==> src/rtl/mon_setup_pkg.sv <==
package mon_setup_pkg;
    localparam int NCH     = 4;
    localparam int CH_W    = $clog2(NCH);
    localparam int THR_W   = 12;
    localparam int BYTE_W  = 8;
    localparam int DLY_W   = 3;
    localparam int NIB_W   = THR_W - BYTE_W;
    localparam int BANK_W  = NCH * THR_W;

    typedef enum logic [2:0] {
        W_CTRL, W_LO_HI, W_MID, W_HI_LO, W_DONE
    } wr_state_t;

    typedef enum logic [1:0] {
        R_CTRL, R_LO_HI, R_MID, R_HI_LO
    } rd_state_t;

    typedef struct packed {
        logic            ok;
        logic [CH_W-1:0] idx;
    } chan_step_t;

    // Next active channel after cur, given pairing and scan bound.
    function automatic chan_step_t next_chan(input logic [CH_W-1:0] cur,
                                             input logic            diff,
                                             input logic [CH_W-1:0] lim);
        chan_step_t   s;
        logic [CH_W:0] n;
        n     = {1'b0, cur} + (diff ? (CH_W+1)'(2) : (CH_W+1)'(1));
        s.ok  = (n <= {1'b0, lim});
        s.idx = n[CH_W-1:0];
        return s;
    endfunction
endpackage

==> src/rtl/msl_write_fsm.sv <==
module msl_write_fsm
    import mon_setup_pkg::*;
(
    input  logic              clk,
    input  logic              rst_n,
    input  logic              sot,
    input  logic              diff_mode,
    input  logic [CH_W-1:0]   scan_lim,
    input  logic              wr_fire,
    input  logic [BYTE_W-1:0] wr_data,
    output logic [NCH-1:0]    alarm_clr,
    output logic [DLY_W-1:0]  delay_code,
    output logic              int_en,
    output logic [BANK_W-1:0] lo_thr,
    output logic [BANK_W-1:0] hi_thr
);
    wr_state_t        st, st_n;
    logic [CH_W-1:0]  ch, ch_n;
    logic [BYTE_W-1:0] hold_b1, hold_b2;
    chan_step_t       step;
    logic             take;

    assign take = wr_fire && !sot;

    always_ff @(posedge clk or negedge rst_n) begin
        if (!rst_n) begin
            st <= W_CTRL;
            ch <= '0;
        end else begin
            st <= st_n;
            ch <= ch_n;
        end
    end

    always_comb begin
        st_n = st;
        ch_n = ch;
        step = next_chan(ch, diff_mode, scan_lim);
        if (sot) begin
            st_n = W_CTRL;
            ch_n = '0;
        end else if (wr_fire) begin
            unique case (st)
                W_CTRL:  begin st_n = W_LO_HI; ch_n = '0; end
                W_LO_HI: st_n = W_MID;
                W_MID:   st_n = W_HI_LO;
                W_HI_LO: begin
                    if (step.ok) begin
                        st_n = W_LO_HI;
                        ch_n = step.idx;
                    end else begin
                        st_n = W_DONE;
                    end
                end
                W_DONE:  st_n = W_DONE;
                default: st_n = W_CTRL;
            endcase
        end
    end

    always_ff @(posedge clk or negedge rst_n) begin
        if (!rst_n) begin
            alarm_clr  <= '0;
            delay_code <= '0;
            int_en     <= 1'b0;
            hold_b1    <= '0;
            hold_b2    <= '0;
            lo_thr     <= '0;
            hi_thr     <= '1;
        end else begin
            alarm_clr <= '0;
            if (take) begin
                unique case (st)
                    W_CTRL: begin
                        for (int k = 0; k < NCH; k++)
                            alarm_clr[k] <= wr_data[BYTE_W-1-k];
                        delay_code <= wr_data[DLY_W:1];
                        int_en     <= wr_data[0];
                    end
                    W_LO_HI: hold_b1 <= wr_data;
                    W_MID:   hold_b2 <= wr_data;
                    W_HI_LO: begin
                        lo_thr[int'(ch)*THR_W +: THR_W] <=
                            {hold_b1, hold_b2[BYTE_W-1 -: NIB_W]};
                        hi_thr[int'(ch)*THR_W +: THR_W] <=
                            {hold_b2[NIB_W-1:0], wr_data};
                    end
                    W_DONE: ;
                    default: ;
                endcase
            end
        end
    end

    // clear requests are single-cycle pulses
    assert_clr_one_cycle_R2: assert property (@(posedge clk) disable iff (!rst_n)
        (|alarm_clr) |=> (alarm_clr == '0));

    // limits move only on the closing byte of a record
    assert_thr_hold_R6: assert property (@(posedge clk) disable iff (!rst_n)
        !(take && st == W_HI_LO) |=> ($stable(lo_thr) && $stable(hi_thr)));

    // trailing bytes leave control fields untouched
    assert_done_ignores_R7: assert property (@(posedge clk) disable iff (!rst_n)
        (st == W_DONE && !sot) |=>
            ($stable(delay_code) && $stable(int_en) && alarm_clr == '0));
endmodule

==> src/rtl/msl_read_ser.sv <==
module msl_read_ser
    import mon_setup_pkg::*;
(
    input  logic              clk,
    input  logic              rst_n,
    input  logic              sot,
    input  logic              diff_mode,
    input  logic [CH_W-1:0]   scan_lim,
    input  logic              rd_req,
    input  logic [DLY_W-1:0]  delay_code,
    input  logic              int_en,
    input  logic [BANK_W-1:0] lo_thr,
    input  logic [BANK_W-1:0] hi_thr,
    output logic              rd_valid,
    output logic [BYTE_W-1:0] rd_data
);
    rd_state_t        rs, rs_n;
    logic [CH_W-1:0]  ch, ch_n;
    logic [THR_W-1:0] lo_k, hi_k;
    logic [BYTE_W-1:0] cur_byte;
    chan_step_t       step;
    logic             take;

    assign take = rd_req && !sot;
    assign lo_k = lo_thr[int'(ch)*THR_W +: THR_W];
    assign hi_k = hi_thr[int'(ch)*THR_W +: THR_W];

    always_comb begin
        unique case (rs)
            R_CTRL:  cur_byte = {{NCH{1'b1}}, delay_code, int_en};
            R_LO_HI: cur_byte = lo_k[THR_W-1 -: BYTE_W];
            R_MID:   cur_byte = {lo_k[NIB_W-1:0], hi_k[THR_W-1 -: NIB_W]};
            R_HI_LO: cur_byte = hi_k[BYTE_W-1:0];
            default: cur_byte = '0;
        endcase
    end

    always_ff @(posedge clk or negedge rst_n) begin
        if (!rst_n) begin
            rs <= R_CTRL;
            ch <= '0;
        end else begin
            rs <= rs_n;
            ch <= ch_n;
        end
    end

    always_comb begin
        rs_n = rs;
        ch_n = ch;
        step = next_chan(ch, diff_mode, scan_lim);
        if (sot) begin
            rs_n = R_CTRL;
            ch_n = '0;
        end else if (rd_req) begin
            unique case (rs)
                R_CTRL:  begin rs_n = R_LO_HI; ch_n = '0; end
                R_LO_HI: rs_n = R_MID;
                R_MID:   rs_n = R_HI_LO;
                R_HI_LO: begin
                    rs_n = step.ok ? R_LO_HI : R_CTRL;
                    ch_n = step.ok ? step.idx : '0;
                end
                default: rs_n = R_CTRL;
            endcase
        end
    end

    always_ff @(posedge clk or negedge rst_n) begin
        if (!rst_n) begin
            rd_valid <= 1'b0;
            rd_data  <= '0;
        end else begin
            rd_valid <= take;
            if (take) rd_data <= cur_byte;
        end
    end

    // each request yields a byte next cycle
    assert_rd_valid_R9: assert property (@(posedge clk) disable iff (!rst_n)
        take |=> rd_valid);

    // control byte reads with clear field forced high
    assert_rb_ctrl_ones_R9: assert property (@(posedge clk) disable iff (!rst_n)
        (take && rs == R_CTRL) |=> (rd_data[BYTE_W-1 -: NCH] == {NCH{1'b1}}));
endmodule

==> src/rtl/mon_setup_loader.sv <==
module mon_setup_loader
    import mon_setup_pkg::*;
(
    input  logic              clk,
    input  logic              rst_n,
    input  logic              sot,
    input  logic              diff_mode,
    input  logic [CH_W-1:0]   scan_lim,
    input  logic              wr_valid,
    input  logic [BYTE_W-1:0] wr_data,
    output logic              wr_ready,
    input  logic              rd_req,
    output logic              rd_valid,
    output logic [BYTE_W-1:0] rd_data,
    output logic [NCH-1:0]    alarm_clr,
    output logic [DLY_W-1:0]  delay_code,
    output logic              int_en,
    output logic [BANK_W-1:0] lo_thr,
    output logic [BANK_W-1:0] hi_thr
);
    logic wr_fire;

    assign wr_ready = !sot;
    assign wr_fire  = wr_valid && wr_ready;

    msl_write_fsm u_wr (
        .clk        (clk),
        .rst_n      (rst_n),
        .sot        (sot),
        .diff_mode  (diff_mode),
        .scan_lim   (scan_lim),
        .wr_fire    (wr_fire),
        .wr_data    (wr_data),
        .alarm_clr  (alarm_clr),
        .delay_code (delay_code),
        .int_en     (int_en),
        .lo_thr     (lo_thr),
        .hi_thr     (hi_thr)
    );

    msl_read_ser u_rd (
        .clk        (clk),
        .rst_n      (rst_n),
        .sot        (sot),
        .diff_mode  (diff_mode),
        .scan_lim   (scan_lim),
        .rd_req     (rd_req),
        .delay_code (delay_code),
        .int_en     (int_en),
        .lo_thr     (lo_thr),
        .hi_thr     (hi_thr),
        .rd_valid   (rd_valid),
        .rd_data    (rd_data)
    );
endmodule

==> config.mk <==
export PLATFORM = sky130hd
export DESIGN_NAME = mon_setup_loader
export DESIGN_NICKNAME = d
export VERILOG_FILES = /design/src/rtl/mon_setup_pkg.sv /design/src/rtl/msl_write_fsm.sv /design/src/rtl/msl_read_ser.sv /design/src/rtl/mon_setup_loader.sv
export SDC_FILE = /design/constraint.sdc
export NUM_CORES = 1
export LEC_CHECK = 0
export ABC_AREA = 1
export BUFFER_PORTS_ARGS = -buffer_cell sky130_fd_sc_hd__buf_2
export CORE_UTILIZATION = 57
export CTS_CLUSTER_DIAMETER = 60
export DETAILED_ROUTE_END_ITERATION = 12
export GPL_TIMING_DRIVEN = 0
export PLACE_DENSITY = 0.81
export SKIP_LAST_GASP = 1
export SYNTH_ARGS = -nofsm -noshare
export SYNTH_HDL_FRONTEND = slang
export SYNTH_SLANG_ARGS = --single-unit
==> constraint.sdc <==
create_clock -name clk -period 3.5 [get_ports clk]
set_input_delay 0 -clock clk [delete_from_list [all_inputs] [get_ports clk]]
set_output_delay 0 -clock clk [all_outputs]
set_load 0.02 [all_outputs]
### Word level (Yosys, flattened, before mapping)

Index checks and enable logic that the tools add are counted.

| cells by class | value |
|---|---|
| reductions and logical operators | 16 |
| bitwise operators | 0 |
| multiplexer cells | 22 |
| divide/modulo/power cells | 0 |
| order comparisons | 2 |
| shift-type cells | 5 |
| $mul | 2 |
| $add $sub $neg | 3 |
| equality and inequality tests | 8 |

Operator list:

| cell | count |
|---|---|
| $bwmux W48 | 2 |
| $shiftx A12 B33 Y48 | 2 |
| $shiftx A48 B32 Y12 | 2 |
| $shift A12 B33 Y48 const A | 1 |
| $neg A32 Y33 | 1 |
| $pmux W8 S4 | 1 |
| $mux W2 | 9 |
| $pmux W3 S5 | 1 |
| $reduce_and A2 Y1 | 5 |
| $mux W3 | 3 |
| $mul A2 B2 Y4 const B | 2 |
| $mux W4 | 2 |
| $pmux W2 S2 | 2 |
| $pmux W2 S4 | 1 |
| $add A2 B3 Y3 | 2 |
| $eq A3 B2 Y1 const B | 2 |
| $le A3 B2 Y1 | 2 |
| $reduce_bool A3 Y1 | 2 |
| $eq A2 B2 Y1 const B | 2 |
| $reduce_bool A2 Y1 | 2 |
| $eq A3 B1 Y1 const B | 1 |
| $eq A3 B3 Y1 const B | 1 |
| $logic_and A1 B1 Y1 | 3 |
| $logic_not A3 Y1 | 1 |
| other kinds (6) | 6 |

| word-level totals | value |
|---|---|
| ROM bits | 0 |
| latch bits | 0 |
| logic and storage cells | 71 |
| register bits | 138 |
| memories kept | 0 |
| bits in writable memories | 0 |
| output and inout port bits | 114 |

### Depth between registers and ports, before layout

Gate-level depths: netlist (run 1).

| logic depth | value |
|---|---|
| depth after elaboration | 7 |
| depth in mapped cells | 14 |

### Hierarchy

A second synthesis (run 1) with hierarchy kept.

| unflattened totals | value |
|---|---|
| cells, all modules | 1139 |
| area total of the unflattened synthesis | 8016.4 µm² |

By module, submodules not included:

| module | cells each | area each (µm²) | times used |
|---|---|---|---|
| msl_write_fsm | 797 | 6242.2 | 1 |
| msl_read_ser | 339 | 1760.4 | 1 |
| mon_setup_loader | 3 | 13.8 | 1 |

### Worst setup path before layout (run 1)

No wires, ideal clock.

| path | value |
|---|---|
| path kind | register to register |
| start point | register u_wr.ch[0] |
| end point | register u_wr.lo_thr[12] |
| setup time | 134 ps |
| arrival | 2278 ps |
| clock period less this slack | 2412 ps |
| cell stages (with the launch flop) | 13 |
| setup slack | 1088 ps |
| path buffers | 4 |
| path through | dfrtp_1 buf_2 inv_1 buf_2 buf_2 ha_1 nand2_2 inv_2 nor2_1 buf_2 nand2_1 o211ai_1 o22ai_1 |

| on the way | value |
|---|---|
| word-level cells in the longest chain between the ends | 4 |
| elaborated cells on any way between the ends | 5 |
| those cells by class | 1 x add/sub; 1 x mul; 2 x shift; 1 x mux |

RTL lines:

| element | line | text |
|---|---|---|
| start: declaration | msl_write_fsm.sv:18 | `logic [CH_W-1:0] ch, ch_n;` |
| start signal: assignment | msl_write_fsm.sv:31 | `ch <= ch_n;` |
| $mul A2 B2 Y4 * | msl_write_fsm.sv:83 | `lo_thr[int'(ch)*THR_W +: THR_W] <=` |
| $neg A32 Y33 * | msl_write_fsm.sv:83 |  |
| $shiftx A12 B33 Y48 / $shift A12 B33 Y48 (equally long branches) | msl_write_fsm.sv:83 |  |
| $bwmux W48 * | msl_write_fsm.sv:83 |  |
| end signal: indexed assignment | msl_write_fsm.sv:83 |  |
| end: declaration | msl_write_fsm.sv:14 | `output logic [BANK_W-1:0] lo_thr,` |

Mark *: on every way between the ends. The rest lies on a longest branch, timed or not.
A chain may end at the register's enable or synchronous reset.

### Final worst setup path (run 1)

| path | value |
|---|---|
| start point | register u_wr.ch[0] |
| end point | register u_wr.lo_thr[18] |

Same word-level chain as after synthesis.

==> results.sh, run 1 <==
export IMPL_route_detailed_drc=0
export IMPL_overflow=0
export IMPL_die_area_um2=14100
export IMPL_ys_seq_area_frac=0.452
export IMPL_grt_max_degree=89
export IMPL_synth_warnings=0
export IMPL_startpoint_type="flip-flop"
export IMPL_ios=130
export IMPL_startpoint="u_wr.ch[0]"
export IMPL_dieWidth_um=119
export IMPL_syn_nets=1063
export IMPL_die_h_um=119
export IMPL_r2r_start="u_wr.ch[0]"
export IMPL_worst_ep_required_time_ns=3.87
export IMPL_synthCells=1030
export IMPL_synth_distinct_cells=34
export IMPL_end_kind="flip-flop"
export IMPL_rsz0062_at_grt="no"
export IMPL_cts_tree="done"
export IMPL_ys_ff_latch=138
export IMPL_avgSynthCellArea_um2=7.55
export IMPL_path_class="reg2reg"
export IMPL_gp_congestion=1.04
export IMPL_cp_max_fo=12
export IMPL_grt_antenna_before_repair=0
export IMPL_final_area_um2=9480
export IMPL_p_leak_nw=4.76
export IMPL_grt_pass1_wl_um=43400
export IMPL_max_cap_violations=0
export IMPL_drive_gt1_frac=0.225
export IMPL_clockBufferDepth=2
export IMPL_timing_rr_end="u_wr.lo_thr[18]"
export IMPL_num_rows=42
export IMPL_dp_slack_ns=0.459
export IMPL_dp_hpwl_um=21400
export IMPL_area_growth_pct=21.9
export IMPL_finalHoldViolCount=0
export IMPL_worst_r2r_setup_slack_ns=0.33
export IMPL_antennaDiodeCount=0
export IMPL_final_core_util=0.713
export IMPL_start_util=0.585
export IMPL_coreArea_um2=13300
export IMPL_cts_root_buf="clkbuf_16"
export IMPL_dp_cells=1335
export IMPL_clock_sinks=138
export IMPL_numCtsBuffers=17
export IMPL_period_share=0.907
export IMPL_placed_cell_area_um2=8670
export IMPL_hp_class="in2async"
export IMPL_syn_area_um2=7780
export IMPL_critical_path_endpoint="u_wr.lo_thr[18]"
export IMPL_cts_max_level=4
export IMPL_tightest_slew_ns=0.762
export IMPL_fin_cells=1380
export IMPL_setup_violations=0
export IMPL_track_usage=0.418
export IMPL_drt_wl_total_um=28400
export IMPL_drv_slew=0
export IMPL_arrival_ns=3.54
export IMPL_clk_latency_ns=0.43
export IMPL_ant_nets=0
export IMPL_viasPerCell=5.79
export IMPL_fin_setup_tns_ns=0
export IMPL_r2r_cells=12
export IMPL_fmax_ghz=0.315
export IMPL_whs_ns=0.0718
export IMPL_status="completed"
export IMPL_skew_ns=0.00506
export IMPL_port_buffers=128
export IMPL_max_slew_margin=0.492
export IMPL_p_total_mw=4.68
export IMPL_peakVddDrop_v=0.000440
export IMPL_grt_pass1_vias=7690
export IMPL_power_density_nw_per_um2=494
export IMPL_wire_per_inst_um=20.6
export IMPL_cts_setup_buffers=0
export IMPL_num_vias=7984
export IMPL_drt_iter0_drc=1089
export IMPL_fillers=1114
export IMPL_clk_pin_slew_ns=0.06
export IMPL_fin_crit_ns=3.17
export IMPL_layout_setup_ws_ns=0.327
export IMPL_firstDrtPassIters=6
export IMPL_nNetsFinal=1224
[layer usage]
layer | part of all wire | global-route usage
met4 | 0.034 | 0.165
met3 | 0.11 | 0.102
met1 | 0.40 | 0.564
met2 | 0.45 | 0.649
met5 | 0 | 0
[placed cells by master (no fill, tap or decap), types with 3 or more instances in the layout]
cell type	count
a21boi_1	3
a21oi_1	20
a22oi_1	8
buf_1	4
buf_2	148
buf_4	3
buf_6	3
bufinv_16	6
clkbuf_1	26
clkbuf_16	17
clkinv_2	3
dfrtp_1	90
dfstp_2	48
dlygate4sd3_1	13
ha_1	15
inv_1	111
inv_2	8
nand2_1	312
nand2_2	3
nand2_4	4
nand3_1	85
nand4_1	9
nor2_1	56
nor2_2	3
nor2_4	7
nor3_1	3
o211ai_1	33
o21ai_0	100
o21ai_1	24
o21ai_2	9
o22ai_1	16
[worst min path at each step]
stage / startpoint / endpoint / depth (start not counted)
6_report: rst_n / u_wr.lo_thr[44] / 2
3_3_place_gp: sot / u_rd.rd_valid / 2
2_1_floorplan: rst_n / u_rd.ch[0] / 0
4_1_cts: rst_n / u_wr.lo_thr[44] / 2
3_5_place_dp: rst_n / u_wr.lo_thr[45] / 1
5_1_grt: rst_n / u_wr.lo_thr[45] / 2
[flip-flops by register name (all words and copies together), names as in the netlist]
name / flops
u_wr.hi_thr: 48
u_wr.alarm_clr: 4
u_rd.rd_valid: 1
u_wr.hold_b1: 8
u_wr.ch: 2
u_wr.int_en: 1
u_rd.rs: 2
u_wr.delay_code: 3
u_wr.hold_b2: 8
u_wr.lo_thr: 48
u_wr.st: 3
u_rd.rd_data: 8
u_rd.ch: 2
[cells in the mapped netlist, drive strengths merged]
cell,n,area share
nand2,319,0.16
o21ai,133,0.090
inv,119,0.057
dfrtp,90,0.29
nand3,85,0.055
nor2,67,0.042
dfstp,48,0.16
o211ai,33,0.032
buf,30,0.021
clkbuf,24,0.012
a21oi,20,0.013
o22ai,17,0.014
ha,15,0.024
nand4,9,0.0072
a22oi,8,0.0077
nor3,4,0.0032
a21boi,3,0.0029
clkinv,3,0.0016
fa,2,0.0051
a32oi,1,0.0011
[final cells by class]
| cell class | instances | area [µm²] | area share |
|---|---|---|---|
| Multi-Input combinational cell | 716 | 3550 | 0.374 |
| Sequential cell | 138 | 3510 | 0.371 |
| Timing Repair Buffer | 142 | 805 | 0.0849 |
| Clock buffer | 21 | 460 | 0.0486 |
| Inverter | 122 | 459 | 0.0484 |
| Buffer | 54 | 255 | 0.0269 |
| Tap cell | 176 | 220 | 0.0232 |
| Clock inverter | 11 | 216 | 0.0228 |
[power breakdown]
| group | leakage, nW | internal, mW | switching, mW |
|---|---|---|---|
| clock network | 0.332 | 1.38 | 0.728 |
| logic | 2.77 | 0.226 | 0.442 |
| registers | 1.66 | 1.76 | 0.149 |
| total | 4.76 | 3.36 | 1.32 |
[kinds of logic after synthesis]
logic type                 count (synthesis)  synth area share
AOI/OAI and AO/OA                        215             0.161
adders and majority gates                 17            0.0293
buffers and inverters                    176            0.0919
DFF                                      138             0.452
and+or+nand+nor                          484             0.266
[repair_timing]
item | 4_1_cts | 5_1_grt
gates resized for setup | 0 | 0
hold buffers | 13 | 0
endpoints found under the hold margin | 116 | 0
[worst max-delay path, cell delays in order, from the launching register on]
cell and delay [ns]:
dfrtp_1 0.42, buf_2 0.20, inv_1 0.21, buf_2 0.26, buf_2 0.30, ha_1 0.32, nand2_2 0.13, inv_2 0.18
nor2_1 0.11, buf_2 0.20, o21ai_0 0.54, nand2_1 0.15, nand2_1 0.08
Note: power is estimated with default switching activity, not from simulation.
==> inputs of run 2 (changes only) <==
PLACE_DENSITY = 0.8   (was 0.81)
SYNTH_HIERARCHICAL = 1   (was unset)
==> results.sh, run 2 <==
export IMPL_end_kind="flip-flop"
export IMPL_synth_warnings=6
export IMPL_placed_cell_area_um2=8920
export IMPL_finalHoldViolCount=0
export IMPL_overflow=0
export IMPL_final_core_util=0.714
export IMPL_gp_congestion=1.02
export IMPL_syn_nets=1172
export IMPL_setup_violations=0
export IMPL_clockBufferDepth=2
export IMPL_ios=130
export IMPL_layout_commonest_cell="nand2_1"
export IMPL_ys_ff_latch=138
export IMPL_numCtsBuffers=17
export IMPL_fin_setup_tns_ns=0
export IMPL_area_growth_pct=19.9
export IMPL_track_usage=0.431
export IMPL_die_h_um=121
export IMPL_crit_path_frequent_cell="nand2_1"
export IMPL_synth_common_cells="nand2_1, o21ai_0, nor2_1"
export IMPL_clk_latency_ns=0.42
export IMPL_syn_area_um2=8020
export IMPL_skew_ns=0.00888
export IMPL_rsz0062_at_grt="no"
export IMPL_drv_slew=0
export IMPL_avgSynthCellArea_um2=7.04
export IMPL_viasPerCell=5.85
export IMPL_tightest_slew_ns=0.959
export IMPL_cts_max_level=4
export IMPL_grt_pass1_vias=8082
export IMPL_cts_root_buf="clkbuf_16"
export IMPL_num_rows=42
export IMPL_clock_sinks=138
export IMPL_cts_tree="done"
export IMPL_fin_cells=1487
export IMPL_port_buffers=129
export IMPL_mostFrequentLayoutCells="nand2_1, buf_2, o21ai_0, nor2_1, nand3_1"
export IMPL_fmax_ghz=0.320
export IMPL_num_vias=8699
export IMPL_path_class="reg2reg"
export IMPL_die_area_um2=14500
export IMPL_nNetsFinal=1331
export IMPL_startpoint_type="flip-flop"
export IMPL_coreArea_um2=13500
export IMPL_power_density_nw_per_um2=417
export IMPL_synth_top_area_share=0.281
export IMPL_synth_top_area_cell="dfrtp_1"
export IMPL_ys_seq_area_frac=0.438
export IMPL_p_total_mw=4.00
export IMPL_wire_per_inst_um=20.3
export IMPL_drt_iter0_drc=1036
export IMPL_ys_flop_type="dfrtp_1"
export IMPL_ant_nets=0
export IMPL_worstPathCellList="inv_2 > clkbuf_1 > ha_1 > buf_2 > inv_1 > nand2_1 > nand2_1 > buf_2 > o21ai_0 > nand2_1 > nand2_1"
export IMPL_layout_setup_ws_ns=0.379
export IMPL_peakVddDrop_v=0.000352
export IMPL_drive_gt1_frac=0.201
export IMPL_start_util=0.596
export IMPL_synthTopCellsByArea="dfrtp_1, nand2_1, dfstp_2"
export IMPL_dp_cells=1445
export IMPL_period_share=0.892
export IMPL_firstDrtPassIters=6
export IMPL_r2r_start="u_wr/ch[0]"
export IMPL_r2r_cells=11
export IMPL_whs_ns=0.0137
export IMPL_route_detailed_drc=0
export IMPL_max_cap_violations=0
export IMPL_synth_edf_count=0
export IMPL_reg_top3="u_wr/hi_thr x48, u_wr/lo_thr x48"
export IMPL_clk_pin_slew_ns=0.06
export IMPL_grt_max_degree=71
export IMPL_timing_rr_end="u_wr/hi_thr[32]"
export IMPL_synth_distinct_cells=33
export IMPL_dieWidth_um=121
export IMPL_max_slew_margin=0.354
export IMPL_critical_path_endpoint="u_wr/hi_thr[32]"
export IMPL_startpoint="u_wr/ch[0]"
export IMPL_dp_slack_ns=0.561
export IMPL_fin_crit_ns=3.12
export IMPL_dp_hpwl_um=22800
export IMPL_cp_max_fo=12
export IMPL_worst_ep_required_time_ns=3.86
export IMPL_slowest_delay_ns=0.66
export IMPL_yosys_cell_count_top_type="nand2_1"
export IMPL_cpMaxStageDelayCell="o21ai_0"
export IMPL_synthCells=1139
export IMPL_async_reset_ff_frac=1.00
export IMPL_drt_wl_total_um=30100
export IMPL_status="completed"
export IMPL_antennaDiodeCount=0
export IMPL_hp_class="in2reg"
export IMPL_grt_antenna_before_repair=0
export IMPL_p_leak_nw=4.83
export IMPL_worst_r2r_setup_slack_ns=0.38
export IMPL_arrival_ns=3.49
export IMPL_final_area_um2=9610
export IMPL_grt_pass1_wl_um=45500
run 2: cell families (layout without fill, tap and decap cells):
group / Yosys count / after routing / synth area share
and+or+nand+nor: 657 / 657 / 0.340
buffers and inverters: 164 / 336 / 0.0871
adders and majority gates: 17 / 17 / 0.0284
DFF: 138 / 138 / 0.438
AOI/OAI and AO/OA: 163 / 163 / 0.106
run 2: worst min path at each step:
stage               startpoint              end  depth (start not counted)
global route        wr_data[0]  u_wr/hold_b2[0]                          3
global placement        rd_req    u_rd/rd_valid                          3
finish                     sot       u_wr/ch[1]                          4
detailed placement       rst_n       u_rd/rs[1]                          1
floorplan                rst_n       u_rd/ch[0]                          0
CTS                        sot       u_wr/ch[1]                          4
run 2: timing repair:
action                                 CTS  global route
setup endpoints to repair                0             0
endpoints found under the hold margin   92             0
hold buffers                            10             0
buffers inserted                         0             0
resized for setup                        0             0
run 2: report_power, final:
part / switching (mW) / leakage, nW / internal, mW
sequential: 0.104 / 1.69 / 1.68
clock: 0.715 / 0.281 / 1.10
combinational: 0.270 / 2.85 / 0.136
total: 1.09 / 4.83 / 2.91
run 2: routing by layer:
metal | part of all wire | GRT usage | routed length (µm) | vias up
met5 | 0 | 0 | 0 | -
met4 | 0.055 | 0.225 | 1670 | 0
met3 | 0.12 | 0.107 | 3500 | 120
met2 | 0.44 | 0.657 | 13300 | 613
met1 | 0.39 | 0.569 | 11600 | 4027
li1 | - | - | - | 3939
run 2: final cells by class:
cell class              count  area (µm²)
well taps                 176         220
fillers                  1157        3840
repair buffers            140         779
plain buffers              61         312
multi-input cells         837        3800
inverters                 103         387
flip-flops and latches    138        3510
clock inverters            11         135
clock buffers              21         460
run 2: critical path: cells and delay by family (launching register included):
kind	cells	cell delay [ns]
buf+inv	5	1.22
compound gates	1	0.66
simple gates	4	0.49
flops	1	0.47
fa+ha+maj	1	0.22
